[config.mk]
export PLATFORM = sky130hd
export DESIGN_NAME = ihdr_shim
export DESIGN_NICKNAME = d
export VERILOG_FILES = /design/src/rtl/ihdr_pkg.sv /design/src/rtl/ihdr_hdr_build.sv /design/src/rtl/ihdr_prepend.sv /design/src/rtl/ihdr_strip.sv /design/src/rtl/ihdr_shim.sv
export SDC_FILE = /design/constraint.sdc
export NUM_CORES = 1
export LEC_CHECK = 0
export CAP_MARGIN = 5
export CORE_AREA = 3 3 424 426
export DETAILED_ROUTE_END_ITERATION = 6
export DIE_AREA = 0 0 427 429
export GPL_TIMING_DRIVEN = 0
export SYNTH_ARGS = -nofsm -noshare
export SYNTH_HDL_FRONTEND = slang
export SYNTH_SLANG_ARGS = --single-unit
[constraint.sdc]
create_clock -name clk_i -period 1.4 [get_ports clk_i]
set_clock_uncertainty 0.15 [all_clocks]
set_input_delay 0.14 -clock clk_i [delete_from_list [all_inputs] [get_ports clk_i]]
set_output_delay 0.14 -clock clk_i [all_outputs]
set_load 0.05 [all_outputs]
[src/rtl/ihdr_pkg.sv]
package ihdr_pkg;
  localparam int HDR_BYTES  = 16;
  localparam int META_BYTES = 48;
  localparam int PORT_W     = 8;
  localparam int QOS_W      = 3;
  localparam int RTYPE_W    = 4;
  localparam int LEN_W      = 14;
  localparam int HDR_W      = HDR_BYTES * 8;
  localparam int META_W     = META_BYTES * 8;
  localparam int PAD_W      = HDR_W - PORT_W - QOS_W - RTYPE_W - 1 - LEN_W;

  // LSB first: beat 0 carries the low 64 bits
  typedef struct packed {
    logic [PAD_W-1:0]   pad;
    logic [LEN_W-1:0]   len;
    logic               rsvd;
    logic [RTYPE_W-1:0] rtype;
    logic [QOS_W-1:0]   qos;
    logic [PORT_W-1:0]  dport;
  } thdr_t;
endpackage

[src/rtl/ihdr_hdr_build.sv]
module ihdr_hdr_build
  import ihdr_pkg::*;
(
  input  logic [PORT_W-1:0]  dst_port_i,
  input  logic [QOS_W-1:0]   qos_grp_i,
  input  logic [RTYPE_W-1:0] res_type_i,
  input  logic [LEN_W-1:0]   pkt_len_i,
  output logic [HDR_W-1:0]   hdr_o
);
  thdr_t h;

  always_comb begin
    h       = '0;
    h.dport = dst_port_i;
    h.qos   = qos_grp_i;
    h.rtype = res_type_i;
    h.len   = pkt_len_i;
    hdr_o   = h;
  end
endmodule

[src/rtl/ihdr_prepend.sv]
module ihdr_prepend
  import ihdr_pkg::*;
#(
  parameter int DATA_W = 64
) (
  input  logic                clk_i,
  input  logic                rst_ni,
  input  logic                in_valid_i,
  output logic                in_ready_o,
  input  logic [DATA_W-1:0]   in_data_i,
  input  logic [DATA_W/8-1:0] in_keep_i,
  input  logic                in_last_i,
  input  logic [HDR_W-1:0]    hdr_i,
  input  logic [META_W-1:0]   meta_i,
  output logic                out_valid_o,
  input  logic                out_ready_i,
  output logic [DATA_W-1:0]   out_data_o,
  output logic [DATA_W/8-1:0] out_keep_o,
  output logic                out_last_o,
  output logic                side_valid_o,
  output logic [META_W-1:0]   side_meta_o
);
  localparam int KEEP_W    = DATA_W / 8;
  localparam int HDR_BEATS = HDR_W / DATA_W;
  localparam int CNT_W     = $clog2(HDR_BEATS + 1);
  localparam int IDX_W     = (HDR_BEATS > 1) ? $clog2(HDR_BEATS) : 1;

  logic [HDR_BEATS-1:0][DATA_W-1:0] hdr_beats;
  logic [CNT_W-1:0] cnt_q;
  logic             in_hdr;
  logic             fire;

  assign hdr_beats = hdr_i;
  assign in_hdr    = (cnt_q < CNT_W'(HDR_BEATS));
  assign fire      = out_valid_o && out_ready_i;

  // header beats wait for the first payload beat so its fields are present
  assign out_valid_o  = in_valid_i;
  assign out_data_o   = in_hdr ? hdr_beats[cnt_q[IDX_W-1:0]] : in_data_i;
  assign out_keep_o   = in_hdr ? {KEEP_W{1'b1}} : in_keep_i;
  assign out_last_o   = in_hdr ? 1'b0 : in_last_i;
  assign in_ready_o   = !in_hdr && out_ready_i;
  assign side_valid_o = fire && (cnt_q == '0);
  assign side_meta_o  = meta_i;

  always_ff @(posedge clk_i or negedge rst_ni) begin
    if (!rst_ni)                 cnt_q <= '0;
    else if (fire && in_hdr)     cnt_q <= cnt_q + 1'b1;
    else if (fire && in_last_i)  cnt_q <= '0;
  end

  a_r5_side_pulse: assert property (@(posedge clk_i) disable iff (!rst_ni)
    side_valid_o |=> !side_valid_o);
  a_r2_hdr_after_last: assert property (@(posedge clk_i) disable iff (!rst_ni)
    (fire && out_last_o) |=> !in_ready_o);
  a_r8_fab_hold: assert property (@(posedge clk_i) disable iff (!rst_ni)
    (out_valid_o && !out_ready_i) |=> (out_valid_o && $stable(out_data_o) && $stable(out_last_o)));
endmodule

[src/rtl/ihdr_strip.sv]
module ihdr_strip
  import ihdr_pkg::*;
#(
  parameter int DATA_W = 64
) (
  input  logic                clk_i,
  input  logic                rst_ni,
  input  logic                in_valid_i,
  output logic                in_ready_o,
  input  logic [DATA_W-1:0]   in_data_i,
  input  logic [DATA_W/8-1:0] in_keep_i,
  input  logic                in_last_i,
  output logic                out_valid_o,
  input  logic                out_ready_i,
  output logic [DATA_W-1:0]   out_data_o,
  output logic [DATA_W/8-1:0] out_keep_o,
  output logic                out_last_o
);
  localparam int HDR_BEATS = HDR_W / DATA_W;
  localparam int CNT_W     = $clog2(HDR_BEATS + 1);

  logic [CNT_W-1:0] cnt_q;
  logic             dropping;
  logic             fire_in;

  assign dropping    = (cnt_q < CNT_W'(HDR_BEATS));
  assign in_ready_o  = dropping || out_ready_i;
  assign out_valid_o = in_valid_i && !dropping;
  assign out_data_o  = in_data_i;
  assign out_keep_o  = in_keep_i;
  assign out_last_o  = in_last_i;
  assign fire_in     = in_valid_i && in_ready_o;

  // last inside the header resets too: a short packet is dropped whole
  always_ff @(posedge clk_i or negedge rst_ni) begin
    if (!rst_ni)                  cnt_q <= '0;
    else if (fire_in && in_last_i) cnt_q <= '0;
    else if (fire_in && dropping)  cnt_q <= cnt_q + 1'b1;
  end

  a_r6_drop_after_last: assert property (@(posedge clk_i) disable iff (!rst_ni)
    (fire_in && in_last_i) |=> (!out_valid_o && in_ready_o));
  a_r8_tx_hold: assert property (@(posedge clk_i) disable iff (!rst_ni)
    (out_valid_o && !out_ready_i) |=> (out_valid_o && $stable(out_data_o) && $stable(out_keep_o)));
endmodule

[src/rtl/ihdr_shim.sv]
module ihdr_shim
  import ihdr_pkg::*;
#(
  parameter int DATA_W = 64
) (
  input  logic                clk_i,
  input  logic                rst_ni,
  input  logic                ing_valid_i,
  output logic                ing_ready_o,
  input  logic [DATA_W-1:0]   ing_data_i,
  input  logic [DATA_W/8-1:0] ing_keep_i,
  input  logic                ing_last_i,
  input  logic [PORT_W-1:0]   dst_port_i,
  input  logic [QOS_W-1:0]    qos_grp_i,
  input  logic [RTYPE_W-1:0]  res_type_i,
  input  logic [LEN_W-1:0]    pkt_len_i,
  input  logic [META_W-1:0]   meta_i,
  output logic                fab_valid_o,
  input  logic                fab_ready_i,
  output logic [DATA_W-1:0]   fab_data_o,
  output logic [DATA_W/8-1:0] fab_keep_o,
  output logic                fab_last_o,
  output logic                side_valid_o,
  output logic [META_W-1:0]   side_meta_o,
  input  logic                egr_valid_i,
  output logic                egr_ready_o,
  input  logic [DATA_W-1:0]   egr_data_i,
  input  logic [DATA_W/8-1:0] egr_keep_i,
  input  logic                egr_last_i,
  output logic                tx_valid_o,
  input  logic                tx_ready_i,
  output logic [DATA_W-1:0]   tx_data_o,
  output logic [DATA_W/8-1:0] tx_keep_o,
  output logic                tx_last_o
);
  logic [HDR_W-1:0] hdr;

  ihdr_hdr_build u_build (
    .dst_port_i (dst_port_i),
    .qos_grp_i  (qos_grp_i),
    .res_type_i (res_type_i),
    .pkt_len_i  (pkt_len_i),
    .hdr_o      (hdr)
  );

  ihdr_prepend #(.DATA_W(DATA_W)) u_prepend (
    .clk_i        (clk_i),
    .rst_ni       (rst_ni),
    .in_valid_i   (ing_valid_i),
    .in_ready_o   (ing_ready_o),
    .in_data_i    (ing_data_i),
    .in_keep_i    (ing_keep_i),
    .in_last_i    (ing_last_i),
    .hdr_i        (hdr),
    .meta_i       (meta_i),
    .out_valid_o  (fab_valid_o),
    .out_ready_i  (fab_ready_i),
    .out_data_o   (fab_data_o),
    .out_keep_o   (fab_keep_o),
    .out_last_o   (fab_last_o),
    .side_valid_o (side_valid_o),
    .side_meta_o  (side_meta_o)
  );

  ihdr_strip #(.DATA_W(DATA_W)) u_strip (
    .clk_i       (clk_i),
    .rst_ni      (rst_ni),
    .in_valid_i  (egr_valid_i),
    .in_ready_o  (egr_ready_o),
    .in_data_i   (egr_data_i),
    .in_keep_i   (egr_keep_i),
    .in_last_i   (egr_last_i),
    .out_valid_o (tx_valid_o),
    .out_ready_i (tx_ready_i),
    .out_data_o  (tx_data_o),
    .out_keep_o  (tx_keep_o),
    .out_last_o  (tx_last_o)
  );
endmodule

==> reports/metrics.cfg, run 1 <==
[cells_and_area]
final_nets=1783
stdcell_area_mm2=0.01378
syn2layout_area_growth_pct=224.5
drive_gt1_frac=0.5078

[worst_setup_path]
worstSetupPathType=flip-flop to output port
worst_setup_path_start_kind=flip-flop
cp_max_fo=10
crit_start=u_prepend.cnt_q[1]
reg2regPathDepth=5
r2r-start=u_prepend.cnt_q[1]
worstReg2RegEnd=u_prepend.cnt_q[1]
rrSetupSlack_ns=0
critPathRequiredTime_ns=1.11
arrival_ns=1.51
cp-end-kind=output port

[timing]
rsz0062_at_grt=yes
worst_pin_slew_ns=0.9368
setup_viol=78
post-route-min-period_ns=1.801
timing.setup.tns_ns=-20.03
hold_violations=0
slew_violations=0
fin_ws_ns=-0.4010
fin_crit_sh=1.286
clock.fmax_mhz=555.3
relSlewSlack=0.3780

[grt]
grt_antenna_before_repair=145
first_global_vias=6675
grtUsageTotal=0.1103
grt-ovfl-total=0
grt_first_pass_wirelength_mm=120.1
grt_max_degree=11

[pwr]
combinationalPowerShare=0.949
power.switching_uw=8434
pwr-share-clk=0.033
p_int_uw=4897
pwr_density_cell_mw_per_mm2=967.5
leakage_uw=0.005897
pwr-share-seq=0.018
irDropWorstVdd_mv=0.5889
p_sw_frac=0.6327

[min_path]
hold_end=u_strip.cnt_q[0]
min_path_cells=1
min-delay-start=u_strip.cnt_q[0]
hp-class=flip-flop to flip-flop

[detailed_routing]
drc=0
first_pass_iters=4
detail_route.vias_per_cell=1.871
wl_per_cell_um=29.94
vias=6694
drt-initial-drc-count=247
postRouteAntennaNets=0
routed_wirelength_mm=107.1

[clock_tree]
clockRootBuffer=clkbuf_16
numCtsBuffers=3
cts_tree=built
max-clock-path-buffers=2
cts_sinks=4
htreeDepth=1
clock_latency_ns=0.22
clk_pin_slew_ns=0.03

[die]
die_area_mm2=0.1832
ioPinCount=1100
row_count=154
coreArea_mm2=0.1761
die_x_um=427
dieHeight_um=429
initial_core_util=0.02411

[placed_design]
portBuffers=643
place_congestion=1.017
hpwl_mm=104.2
placed_cell_area_mm2=0.01368

[logic_synthesis]
synth_seq_cells=4
synth_nets=1132
yosysSeqAreaShare=0.02357
synth.distinct_cells=21
syn_inst=566
synth_top_cell_by_area=buf_4
syn_area_per_cell_um2=7.503
ys_warn_count=0
synth_top_area_frac=0.8114
syn-cell-area_mm2=0.004247
synth_area_leaders=buf_4 81%, a22o_1 6.0%, and2_1 5.6%

[run]
drv_cap=0

[outcome]
violations=setup timing
status=finished with violations

## logic make-up after synthesis
kind of cell               count (synthesis)  share of synthesized area
AOI/OAI and AO/OA                         38                    0.07484
adders and majority gates                  1                   0.002946
buffers and inverters                    472                     0.8253
DFF                                        4                    0.02357
and+or+nand+nor                           51                    0.07337
## worst max-delay path, stage by stage, from the launching register on
cell       delay (ns)
dfrtp_2          0.46
buf_12           0.16
clkbuf_16        0.17
a22o_4           0.30
buf_6            0.16
## stage by stage
stage	utilization	hold slack [ns]	worst slack, ns	instances	total power, µW
6_report	0.07823	0.3379	-0.4010	3578	13330
3_3_place_gp	0.07769	0.2178	-1.471	3549	12410
4_1_cts	0.07715	0.3340	-0.3787	3555	13280
5_1_grt	0.07794	0.3608	-0.4095	3557	13800
3_5_place_dp	0.07769	0.2254	-1.497	3549	12450
2_1_floorplan	-	-0.3056	0.04295	566	7667
## metal layers
metal	global-route usage	vias to the layer above	share of wire
li1	-	2640	-
met1	0.09685	2996	0.30
met2	0.1844	736	0.47
met3	0.1104	254	0.21
met4	0.01012	68	0.018
met5	0	-	0.0040
## power groups by stage
stage / registers (µW) / clock network, µW / logic [µW]
2_1_floorplan: 191 / 0 / 7480
3_3_place_gp: 238 / 0 / 12200
3_5_place_dp: 243 / 0 / 12200
4_1_cts: 228 / 446 / 12600
5_1_grt: 240 / 462 / 13100
6_report: 234 / 442 / 12700
## how the worst max path moves through the flow
stage	cells past startpoint	slack [ns]	end
after floorplan	3	0.04	fab_data_o[18]
after global placement	3	-1.47	fab_data_o[13]
after detailed placement	3	-1.50	fab_data_o[13]
after CTS	4	-0.38	fab_data_o[16]
after global routing	4	-0.41	fab_data_o[16]
final	4	-0.40	fab_data_o[16]
## state kept, by name (all words and copies together), names as in the netlist
register and count:
u_prepend.cnt_q 2, u_strip.cnt_q 2
## cell usage after synthesis (all sizes together)
cell type	instances
a21boi	1
a21oi	1
a22o	29
a31oi	1
a32o	1
a41oi	1
and2	38
and3	1
buf	465
clkbuf	4
dfrtp	4
ha	1
inv	3
nand2	2
nand2b	9
nor2	1
o211ai	1
o21ai	2
o41ai	1
## area by class of cell
cell class | count | area (µm²)
buffer | 469 | 3591
antenna | 23 | 57.56
multi-input combinational | 90 | 779.5
fill | 20710 | 162300
sequential | 4 | 101.3
timing repair buffer | 646 | 6235
inverter | 3 | 11.26
tap | 2340 | 2928
clock buffer | 3 | 75.07
## cells in the final DEF (no fill, tap or decap), types with 2 or more instances in the layout
cell type,instances
diode_2,23
buf_8,5
clkbuf_16,4
a22o_4,5
dfrtp_1,3
dlygate4sd2_1,236
nand2b_4,2
clkbuf_4,3
o21ai_0,2
buf_12,6
inv_1,2
nand2b_1,7
buf_4,493
and2_2,29
buf_6,41
and2_1,9
nand2_1,2
clkdlybuf4s50_1,306
a22o_2,24
dlymetal6s2s_1,22
## what timing repair did
action,CTS,global route
setup endpoints to repair,317,98
hold buffers,1,0
endpoints found under the hold margin,4,0
resized for setup,786,37
setup buffers,2,0
pin swaps,1,0
Power figures use the tool's default switching activity.
==> run 2, diff against run 1 <==
CELL_PAD_IN_SITES_DETAIL_PLACEMENT = 2   (was unset)
CELL_PAD_IN_SITES_GLOBAL_PLACEMENT = 2   (was unset)
CORE_AREA = 3 3 423 425   (was 3 3 424 426)
DIE_AREA = 0 0 426 428   (was 0 0 427 429)
GPL_TIMING_DRIVEN = unset   (was 0)
PLACE_DENSITY_LB_ADDON = 0.1   (was unset)
==> run 2 against run 1 <==
Compared with the run above:
- the run ends with hold timing, setup timing left
- maximum frequency increased by 3.9%
- hold slack got worse by 0.34 ns
- die area decreased by 0.47%
- routed wire length decreased by 72%
- first-iteration DRC count decreased by 64%
- sequential power increased by 7%
- register-to-register slack got worse by 0.03 ns
- via count decreased by 65%
- count of clock-buffer cells in the layout increased by 1
- final cell count decreased by 26%
- power decreased by 27%
- final area decreased by 51%
- critical endpoint is now fab_data_o[29]
==> reports/metrics.cfg, run 2 (synthesized netlist as in run 1, its figures left out) <==
[timing]
relSlewSlack=0.8059  ; was 0.3780
fin_crit_sh=1.239  ; was 1.286
whs_ns=-0.001720  ; was 0.3379 ns
fin_ws_ns=-0.3339  ; was -0.4010 ns
worst_pin_slew_ns=0.2874  ; was 0.9368 ns
setup_viol=76  ; was 78
clock.fmax_mhz=576.7  ; was 555.3 MHz
hold_violations=2  ; was 0
post-route-min-period_ns=1.734  ; was 1.801 ns
rsz0062_at_grt=yes  ; unchanged
slew_violations=0  ; unchanged

[grt]
first_global_vias=2656  ; was 6,675
grt_antenna_before_repair=4  ; was 145
grt_max_degree=28  ; was 11
grtUsageTotal=0.03050  ; was 0.1103
grt_first_pass_wirelength_mm=35.54  ; was 120.1 mm
grt-ovfl-total=0  ; unchanged

[worst_setup_path]
cp-end-kind=output port  ; unchanged
reg2regPathDepth=5  ; unchanged
arrival_ns=1.44  ; was 1.51 ns
critPathRequiredTime_ns=1.11  ; about the same
worstSetupPathType=flip-flop to output port  ; unchanged
cp_max_fo=15  ; was 10
worst_setup_path_start_kind=flip-flop  ; unchanged

[detailed_routing]
drc=0  ; unchanged
highest_layer=met5  ; unchanged
detail_route.vias_per_cell=0.8854  ; was 1.871
drt-initial-drc-count=88  ; was 247
wl_met3_mm=7.121  ; was 22.80 mm
vias=2340  ; was 6,694
first_pass_iters=4  ; unchanged
wl_per_cell_um=11.42  ; was 29.94 µm
routed_wirelength_mm=30.19  ; was 107.1 mm
met2_length_mm=12.80  ; was 50.14 mm
postRouteAntennaNets=0  ; unchanged
met1_length_mm=8.993  ; was 31.89 mm

[die]
row_count=154  ; unchanged
die_x_um=426  ; was 427 µm
ioPinCount=1100  ; unchanged
coreArea_mm2=0.1757  ; was 0.1761 mm²
initial_core_util=0.02417  ; was 0.02411
dieHeight_um=428  ; was 429 µm
die_area_mm2=0.1823  ; was 0.1832 mm²

[clock_tree]
max-clock-path-buffers=2  ; unchanged
cts_sinks=4  ; unchanged
clock_latency_ns=0.23  ; was 0.22 ns
clockRootBuffer=clkbuf_16  ; unchanged
numCtsBuffers=3  ; unchanged
clk_pin_slew_ns=0.03  ; about the same
htreeDepth=1  ; unchanged
cts_tree=built  ; unchanged
ctsHoldBuffers=0  ; was 1

[run]
drv_cap=0  ; unchanged

[outcome]
violations=hold timing, setup timing  ; was setup timing
status=finished with violations  ; unchanged

[cells_and_area]
final_common_cell=clkdlybuf4s50_1  ; was buf_4
syn2layout_area_growth_pct=59.25  ; was 224.5%
most-common-layout-cells=105 x clkdlybuf4s50_1, 73 x buf_12, 24 x and2_2  ; was 493 x buf_4, 306 x clkdlybuf4s50_1, 236 x dlygate4sd2_1
antenna_cells=0  ; was 23
stdcell_area_mm2=0.006763  ; was 0.01378 mm²
top_regs=u_prepend.cnt_q x2, u_strip.cnt_q x2  ; unchanged
stdcell_count=2643  ; was 3,578
drive_gt1_frac=0.5380  ; was 0.5078
final_nets=870  ; was 1,783

[placed_design]
hpwl_mm=27.33  ; was 104.2 mm
post-place-cells=2637  ; was 3,549
portBuffers=187  ; was 643
dp_slack_ns=-0.2225  ; was -1.497 ns
placed_cell_area_mm2=0.006460  ; was 0.01368 mm²
place_congestion=0.6138  ; was 1.017

[pwr]
leakage_uw=0.001676  ; was 0.005897 µW
pwr_density_cell_mw_per_mm2=1446  ; was 967.5 mW/mm²
irDropWorstVdd_mv=0.3751  ; was 0.5889 mV

[min_path]
hp-class=primary input to async pin  ; was flip-flop to flip-flop

[run 2: cell count changes in the layout (fill, tap and decap cells not counted), sizes merged]
cell           before  now
diode              23    0
clkbuf              7    5
dlymetal6s2s       22    1
clkdlybuf4s50     306  105
dlygate4sd3         1    0
dlygate4sd2       236    2
buf               546   93
[run 2: path summary, 6_finish.rpt]
path,startpoint,end,slack [ns]
max,u_prepend.cnt_q[1],fab_data_o[29],-0.33
min,rst_ni,u_prepend.cnt_q[0],-0.002
max reg2reg,u_prepend.cnt_q[1],u_prepend.cnt_q[1],-0.03
min reg2reg,u_strip.cnt_q[0],u_strip.cnt_q[0],0.33
max in group asynchronous,rst_ni,u_prepend.cnt_q[1],0.88
min in group clk_i,meta_i[117],side_meta_o[117],0.13
[run 2: final cells by class]
class                      instances  area, µm²
multi-input combinational         90      858.3
sequential                         4      101.3
clock buffer                       4      78.83
fill                           20930     169000
inverter                           3      13.76
timing repair buffer             202       2783
tap                             2340       2928
[run 2: where the power goes]
| part | total (µW) | internal (µW) | switching [µW] |
|---|---|---|---|
| clock | 458 | 376 | 82.1 |
| sequential | 251 | 161 | 90.1 |
| combinational | 9070 | 4230 | 4840 |
| total | 9780 | 4770 | 5010 |
[run 2: what timing repair did]
action	in CTS	in global routing
pin swaps	1	2
gates resized for setup	36	7
setup buffers	1	0
endpoints found under the setup margin	77	78
gates cloned	0	1
[run 2: worst max-delay path, cell delays in order (launching register included)]
cell,delay (ns)
dfrtp_2,0.49
nor2_4,0.18
buf_12,0.18
a22o_2,0.19
buf_12,0.14
[run 2: layer usage]
metal | GRT usage | up-vias
met4 | 0.01335 | 2
met2 | 0.04411 | 460
met1 | 0.02673 | 964
li1 | - | 778
met5 | 0 | -
met3 | 0.03332 | 136
[run 2: through the flow]
step	util	power (µW)	hold WS, ns	TNS [ns]
after floorplan	-	7667	-0.3056	0
after global placement	0.03676	9047	0.1303	-7.633
after detailed placement	0.03676	9011	0.1303	-8.594
after CTS	0.03818	9884	0.005554	-22.77
after global routing	0.03848	10210	0.007934	-24.59
final	0.03848	9779	-0.001720	-20.69
